## src/rtl/tw_irq_pkg.sv

```systemverilog
package tw_irq_pkg;

    localparam int unsigned SRC_COUNT  = 4;
    localparam int unsigned WORD_BITS  = 32;
    localparam int unsigned OFFS_BITS  = 8;

    localparam logic [7:0] OFFS_GLOBAL = 8'h1C;
    localparam logic [7:0] OFFS_STATUS = 8'h20;
    localparam logic [7:0] OFFS_ENABLE = 8'h28;

    typedef enum logic [1:0] {
        SEL_NONE,
        SEL_GLOBAL,
        SEL_STATUS,
        SEL_ENABLE
    } reg_sel_e;

    typedef enum logic {
        IRQ_QUIET,
        IRQ_RAISED
    } irq_state_e;

endpackage

```

## src/rtl/tw_irq_decode.sv

```systemverilog
module tw_irq_decode
    import tw_irq_pkg::*;
#(
    parameter int unsigned ADDR_W = OFFS_BITS,
    parameter int unsigned DATA_W = WORD_BITS,
    parameter int unsigned N_SRC  = SRC_COUNT
) (
    input  logic [ADDR_W-1:0] addr,
    input  logic              wr,
    input  logic [N_SRC-1:0]  status_q,
    input  logic [N_SRC-1:0]  enable_q,
    input  logic              gie_q,
    output logic              wr_global,
    output logic              wr_status,
    output logic              wr_enable,
    output logic [DATA_W-1:0] rdata
);

    localparam int unsigned GIE_BIT = DATA_W - 1;

    reg_sel_e sel;

    always_comb begin
        if (addr == ADDR_W'(OFFS_GLOBAL)) begin
            sel = SEL_GLOBAL;
        end else if (addr == ADDR_W'(OFFS_STATUS)) begin
            sel = SEL_STATUS;
        end else if (addr == ADDR_W'(OFFS_ENABLE)) begin
            sel = SEL_ENABLE;
        end else begin
            sel = SEL_NONE;
        end
    end

    always_comb begin
        wr_global = 1'b0;
        wr_status = 1'b0;
        wr_enable = 1'b0;
        rdata     = '0;
        unique case (sel)
            SEL_GLOBAL: begin
                wr_global      = wr;
                rdata[GIE_BIT] = gie_q;
            end
            SEL_STATUS: begin
                wr_status          = wr;
                rdata[N_SRC-1:0]   = status_q;
            end
            SEL_ENABLE: begin
                wr_enable          = wr;
                rdata[N_SRC-1:0]   = enable_q;
            end
            SEL_NONE: begin
                rdata = '0;
            end
        endcase
    end

endmodule

```

## src/rtl/tw_irq_status.sv

```systemverilog
module tw_irq_status
    import tw_irq_pkg::*;
#(
    parameter int unsigned N_SRC = SRC_COUNT
) (
    input  logic             clk,
    input  logic             rst_n,
    input  logic [N_SRC-1:0] cond,
    input  logic             flip_en,
    input  logic [N_SRC-1:0] flip_mask,
    output logic [N_SRC-1:0] status_q
);

    for (genvar g = 0; g < N_SRC; g++) begin : g_bit
        logic flipped;
        assign flipped = status_q[g] ^ (flip_en & flip_mask[g]);

        always_ff @(posedge clk or negedge rst_n) begin
            if (!rst_n) begin
                status_q[g] <= 1'b0;
            end else begin
                status_q[g] <= cond[g] | flipped;
            end
        end
    end

endmodule

```

## src/rtl/tw_irq_line.sv

```systemverilog
module tw_irq_line
    import tw_irq_pkg::*;
#(
    parameter int unsigned N_SRC = SRC_COUNT
) (
    input  logic             clk,
    input  logic             rst_n,
    input  logic [N_SRC-1:0] status_q,
    input  logic [N_SRC-1:0] enable_q,
    input  logic             gie_q,
    output logic             irq
);

    irq_state_e state_q;
    irq_state_e state_d;
    logic       pending;

    assign pending = gie_q & (|(status_q & enable_q));

    always_ff @(posedge clk or negedge rst_n) begin
        if (!rst_n) begin
            state_q <= IRQ_QUIET;
        end else begin
            state_q <= state_d;
        end
    end

    always_comb begin
        state_d = state_q;
        unique case (state_q)
            IRQ_QUIET:  if (pending)  state_d = IRQ_RAISED;
            IRQ_RAISED: if (!pending) state_d = IRQ_QUIET;
        endcase
    end

    always_comb begin
        unique case (state_q)
            IRQ_QUIET:  irq = 1'b0;
            IRQ_RAISED: irq = 1'b1;
        endcase
    end

endmodule

```

## src/rtl/tw_irq_ctrl.sv

```systemverilog
module tw_irq_ctrl
    import tw_irq_pkg::*;
#(
    parameter int unsigned ADDR_W = OFFS_BITS,
    parameter int unsigned DATA_W = WORD_BITS,
    parameter int unsigned N_SRC  = SRC_COUNT
) (
    input  logic              clk,
    input  logic              rst_n,
    input  logic [ADDR_W-1:0] reg_addr,
    input  logic              reg_wr,
    input  logic [DATA_W-1:0] reg_wdata,
    output logic [DATA_W-1:0] reg_rdata,
    input  logic [N_SRC-1:0]  fifo_cond,
    output logic              irq
);

    localparam int unsigned GIE_BIT = DATA_W - 1;

    logic [N_SRC-1:0] status_q;
    logic [N_SRC-1:0] enable_q;
    logic             gie_q;
    logic             wr_global;
    logic             wr_status;
    logic             wr_enable;

    tw_irq_decode #(
        .ADDR_W (ADDR_W),
        .DATA_W (DATA_W),
        .N_SRC  (N_SRC)
    ) u_decode (
        .addr      (reg_addr),
        .wr        (reg_wr),
        .status_q  (status_q),
        .enable_q  (enable_q),
        .gie_q     (gie_q),
        .wr_global (wr_global),
        .wr_status (wr_status),
        .wr_enable (wr_enable),
        .rdata     (reg_rdata)
    );

    tw_irq_status #(
        .N_SRC (N_SRC)
    ) u_status (
        .clk       (clk),
        .rst_n     (rst_n),
        .cond      (fifo_cond),
        .flip_en   (wr_status),
        .flip_mask (reg_wdata[N_SRC-1:0]),
        .status_q  (status_q)
    );

    always_ff @(posedge clk or negedge rst_n) begin
        if (!rst_n) begin
            enable_q <= '0;
            gie_q    <= 1'b0;
        end else begin
            if (wr_enable) enable_q <= reg_wdata[N_SRC-1:0];
            if (wr_global) gie_q    <= reg_wdata[GIE_BIT];
        end
    end

    tw_irq_line #(
        .N_SRC (N_SRC)
    ) u_line (
        .clk      (clk),
        .rst_n    (rst_n),
        .status_q (status_q),
        .enable_q (enable_q),
        .gie_q    (gie_q),
        .irq      (irq)
    );

endmodule

```

## config.mk

```make
export PLATFORM = sky130hd
export DESIGN_NAME = tw_irq_ctrl
export DESIGN_NICKNAME = d
export VERILOG_FILES = /design/src/rtl/tw_irq_pkg.sv /design/src/rtl/tw_irq_decode.sv /design/src/rtl/tw_irq_status.sv /design/src/rtl/tw_irq_line.sv /design/src/rtl/tw_irq_ctrl.sv
export SDC_FILE = /design/constraint.sdc
export NUM_CORES = 1
export LEC_CHECK = 0
export BUFFER_PORTS_ARGS = -buffer_cell sky130_fd_sc_hd__clkbuf_2
export CORE_MARGIN = 8
export CORE_UTILIZATION = 25
export CTS_CLUSTER_DIAMETER = 30
export DETAILED_ROUTE_END_ITERATION = 7
export SETUP_SLACK_MARGIN = 0.4
export SYNTH_ARGS = -nofsm -noshare
export SYNTH_HDL_FRONTEND = slang
export SYNTH_HIERARCHICAL = 1
export SYNTH_SLANG_ARGS = --single-unit
```

## constraint.sdc

```tcl
create_clock -name clk -period 1.3 [get_ports clk]
set_input_delay 0.39 -clock clk [delete_from_list [all_inputs] [get_ports clk]]
set_output_delay 0.39 -clock clk [all_outputs]
set_load 0.005 [all_outputs]
```

* Yosys cells after proc, flatten, opt, wreduce, memory -nomap -nowiden *
Index checks and enable logic that the tools add are counted.

cells by class
  eq/ne operators = 6
  mux-type cells = 10
  bitwise operators = 15
  reduce and logical (&&, ||, !) cells = 1

operator list
  kind                  number
  $eq A8 B6 Y1 const B  2
  $eq A8 B5 Y1 const B  1
  $pmux W4 S2           1
  $mux W2               3
  $and A1 B1 Y1         5
  $mux W1               5
  $and A4 B4 Y4         1
  $eq A2 B2 Y1 const B  2
  $or A1 B1 Y1          4
  $reduce_or A4 Y1      1
  $xor A1 B1 Y1         4
  $eq A2 B1 Y1 const B  1
  $pmux W1 S2           1
  $not A1 Y1            1

storage, ports and cells
  bits in registers = 10
  input bits = 47
  output and inout bits = 33
  logic and storage cells = 39

* Longest topological paths before layout *
  depth after elaboration = 9
  depth in mapped cells = 5
  depth with buffers taken out = 5

* Cells and area by module *
Netlist, hierarchy kept.

modules (own cells, without submodules)
  module         instances  cells an instance  area each (µm²)  seq. area each (µm²)
  tw_irq_decode  1          53                 362.8            0.0
  tw_irq_ctrl    1          10                 181.4            125.1
  tw_irq_status  1          16                 175.2            100.1
  tw_irq_line    1          4                  47.5             25.0

* Worst setup path after synthesis *
Ideal clock, no wire load.

  path kind = input -> register
  from = input port reg_addr[1]
  to = register enable_q[0]
  library setup time = 125 ps
  arrival time = 1382 ps
  required time = 1175 ps
  path slack = -206 ps
  stages on the path = 4
  buffers on the path = 0
  cell sequence = nor4_4 -> nand3_1 -> nor2_1 -> mux2_2

between the ends
  cells in the longest elaborated chain, start to end = 6
  elaborated cells on any way between the ends = 8
  classes of those cells = 4 x eq/ne; 4 x mux

RTL lines
  item                  line                 text
  from (decl)           tw_irq_ctrl.sv:10    input logic [ADDR_W-1:0] reg_addr,
  $eq A8 B6 Y1          tw_irq_decode.sv:28  end else if (addr == ADDR_W'(OFFS_ENABLE)) begin
  $mux W2               tw_irq_decode.sv:28
  $mux W2               tw_irq_decode.sv:26  end else if (addr == ADDR_W'(OFFS_STATUS)) begin
  $mux W2 (*)           tw_irq_decode.sv:24  if (addr == ADDR_W'(OFFS_GLOBAL)) begin
  $eq A2 B2 Y1 (*)      tw_irq_decode.sv:40  unique case (sel)
  $mux W1 (*)           tw_irq_decode.sv:40
  named net wr_enable   tw_irq_ctrl.sv:25    logic wr_enable;
  to (signal assigned)  tw_irq_ctrl.sv:59    if (wr_enable) enable_q <= reg_wdata[N_SRC-1:0];
  to (decl)             tw_irq_ctrl.sv:21    logic [N_SRC-1:0] enable_q;

Mark *: on every way through the listed nets, which the timed path passes. The rest lies on a longest branch.
A chain may end at the register's enable or synchronous reset.

* Worst setup path in the final report *
  from = input port reg_addr[1]
  to = output port reg_rdata[0]

between the ends
  cells in the longest elaborated chain, start to end = 6
  elaborated cells on any way between the ends = 9
  classes of those cells = 5 x eq/ne; 4 x mux

RTL lines
  item             line                 text
  $eq A8 B6 Y1     tw_irq_decode.sv:28
  $mux W2          tw_irq_decode.sv:28
  $mux W2          tw_irq_decode.sv:26
  $mux W2 (*)      tw_irq_decode.sv:24
  $eq A2 B2 Y1     tw_irq_decode.sv:40
  $pmux W4 S2 (*)  tw_irq_decode.sv:40
  to (decl)        tw_irq_ctrl.sv:13    output logic [DATA_W-1:0] reg_rdata,

Every way passes the cells marked *; elsewhere a longest branch is shown, timed or not.

==> flow_metrics.py <==
metrics = {
    "placed_design": {
        "dpl.hpwl_microns": 1563,
        "postPlaceCellArea_sq_um": 898.4,
        "place_ws_ns": -0.4592,
        "port_buffers": 25,
        "gp_congestion": 0.8704,
    },
    "floorplan": {
        "initial_core_util": 0.2576,
        "ios": 80,
        "die-area_sq_um": 5097,
        "dieHeight_microns": 71.39,
        "coreArea_sq_um": 2978,
        "die_x_microns": 71.39,
        "row_count": 20,
    },
    "timing": {
        "setup_slack_ns": -0.3409,
        "fmax_mhz": 609.4,
        "skew_ns": 0.001045,
        "grt_setup_unrepaired": "yes",
        "slew_violations": 0,
        "fin_crit_ns": 1.641,
        "final_hold_viol_count": 0,
        "finalSetupViolations": 14,
        "finalCritPeriodShare": 1.262,
    },
    "yosys": {
        "ys_seq_area_frac": 0.3263,
        "ys_types": 20,
        "synth_seq_cells": 10,
        "netlist_area_sq_um": 767.0,
        "synthCells": 83,
        "syn_avg_cell_area_sq_um": 9.241,
        "ys_warn_count": 6,
    },
    "status": {
        "violations": "negative setup slack",
        "status": "complete, but fails checks",
    },
    "setup_path": {
        "reg2reg_slack_ns": 0.47,
        "endpoint_kind": "primary output",
        "worstPathRequired_ns": 0.91,
        "critPathTopFamily": "simple AND/OR/NAND/NOR gates",
        "start_kind": "primary input",
        "critical_path_class": "primary input to primary output",
        "worstPathMaxFanout": 4,
        "path_buf_inv": 2,
        "path_cells": "buf_6, nor4_4, nand2_2, a21oi_2, buf_2",
        "slowest_stage": "nor4_4",
        "slowest_delay_ns": 0.33,
        "cp.arrival_ns": 1.25,
    },
    "power": {
        "pwr_density_cell_nw_per_um2": 643.2,
        "p_leak_nw": 0.5348,
        "power.ir.vdd_worst_v": 0.0004297,
    },
    "finish": {
        "antennaDiodeCount": 0,
        "fillers": 312,
        "drive_above_1_share": 0.4576,
        "postLayoutCellArea_sq_um": 998.5,
        "postLayoutCoreUtil": 0.3353,
        "final_cell_mix": "conb_1 (27), clkbuf_2 (20), dfrtp_1 (10)",
        "layout_commonest_cell": "conb_1",
        "area_growth_pct": 30.18,
        "fin_nets": 167,
    },
    "grt": {
        "grt_overflow_total": 0,
        "grt_usage": 0.06883,
        "grt_pass1_vias": 656,
        "antenna_found_initial": 0,
        "grt_first_pass_wirelength_microns": 2835,
        "grt_start_max_net_pins": 11,
    },
    "clock_network": {
        "cts_made_buffers": 3,
        "clock-root-buffer": "clkbuf_4",
        "insertion_delay_ns": 0.25,
        "cts_tree": "yes",
        "cts.sinks": 10,
        "clockBufferDepth": 2,
        "path_clk_slew_ns": 0.06,
        "ctsHtreeMaxLevel": 1,
    },
    "drt": {
        "dr.pass1.iters": 3,
        "post_drt_wl_per_cell_microns": 11.96,
        "vias_per_cell": 4.245,
        "num_vias": 641,
        "routed_wl_microns": 1806,
        "drc": 0,
        "drtAntennaViolNets": 0,
        "drt_iter0_drc": 10,
    },
    "worst_hold_path": {
        "hold_path_class": "primary input to flop",
    },
    "job": {
        "maxCapViolCount": 0,
    },
}
-- final timing paths --
kind,end,cells after the start,startpoint
worst max-delay path,reg_rdata[0],5,reg_addr[1]
worst min-delay path,u_status/status_q[3]$_DFF_PN0_,2,fifo_cond[3]
worst max register to register,u_line/state_q$_DFF_PN0_,2,u_status/status_q[2]$_DFF_PN0_
worst min register to register,gie_q$_DFFE_PN0P_,1,gie_q$_DFFE_PN0P_
max in group asynchronous,u_status/status_q[2]$_DFF_PN0_,2,rst_n
min in group asynchronous,enable_q[1]$_DFFE_PN0P_,2,rst_n
-- routing by layer --
layer,track usage,up-vias,share of wire
li1,-,307,-
met1,0.07114,297,0.42
met2,0.1112,35,0.45
met3,0.03487,2,0.12
met4,0.03695,0,0.0055
met5,0,-,0
-- per-stage QoR --
step                      cells  power (W)  hold slack [ns]  TNS [ns]
after floorplan             109  0.0004329          0.09441    -1.498
after global placement      146  0.0004342           0.2625    -5.160
after detailed placement    146  0.0004362           0.2668    -5.334
after CTS                   151  0.0006521           0.3157    -2.954
after global routing        151  0.0006972           0.3061    -3.468
final                       151  0.0006423           0.3282    -2.645
-- layout make-up --
cell class              instances  area, sq um  area share
repair buffers                 33        197.7      0.1980
inverters                       1        3.754    0.003759
clock buffers                   3        22.52     0.02256
well taps                      33        41.29     0.04135
flip-flops and latches         10        250.2      0.2506
multi-input cells              71        483.0      0.4837
-- what timing repair did --
item,in CTS,in global routing
setup buffers,1,0
hold buffers,1,0
pin swaps,3,2
endpoints found under the hold margin,10,0
resized for setup,12,6
endpoints found under the setup margin,15,15
-- cell usage after synthesis, drive strengths merged --
| master | n | area, sq um |
|---|---|---|
| nor3b | 1 | 7.510 |
| conb | 1 | 3.750 |
| inv | 1 | 3.750 |
| and3 | 7 | 46.29 |
| dfrtp | 10 | 250.2 |
| nor2 | 1 | 3.750 |
| o211ai | 4 | 30.03 |
| a21oi | 9 | 45.04 |
| o21bai | 4 | 30.03 |
| nand3 | 1 | 5.000 |
| nor2b | 1 | 8.760 |
| o21ai | 1 | 5.000 |
| a21boi | 1 | 7.510 |
| nand2b | 1 | 6.260 |
| mux2 | 5 | 56.30 |
| nand2 | 5 | 18.77 |
| buf | 27 | 202.7 |
| nor4 | 1 | 21.27 |
| a22oi | 2 | 15.01 |
-- report_power, final --
| group | internal, W | switching, W | total [W] |
|---|---|---|---|
| clock | 0.000106 | 0.0000887 | 0.000195 |
| sequential | 0.000318 | 0.00000463 | 0.000322 |
| combinational | 0.0000570 | 0.0000684 | 0.000125 |
-- cell families (layout without fill, tap and decap cells) --
kind of cell,after synthesis,count (layout),synth area share
other cells,1,27,0.004889
flops,10,10,0.3263
mux,5,5,0.07340
simple gates,18,18,0.1533
compound gates,21,21,0.1729
buf+inv,28,37,0.2692
-- worst reg2reg max path: cells and delay by family (launching register included) --
family	cells	cell delay, ns
compound gates	2	0.31
flops	1	0.41
-- sequential cells by signal, indices dropped and copies added (netlist names) --
| name | count |
|---|---|
| gie_q | 1 |
| u_line/state_q | 1 |
| u_status/status_q | 4 |
| enable_q | 4 |
Note: power is estimated with default switching activity, not from simulation.
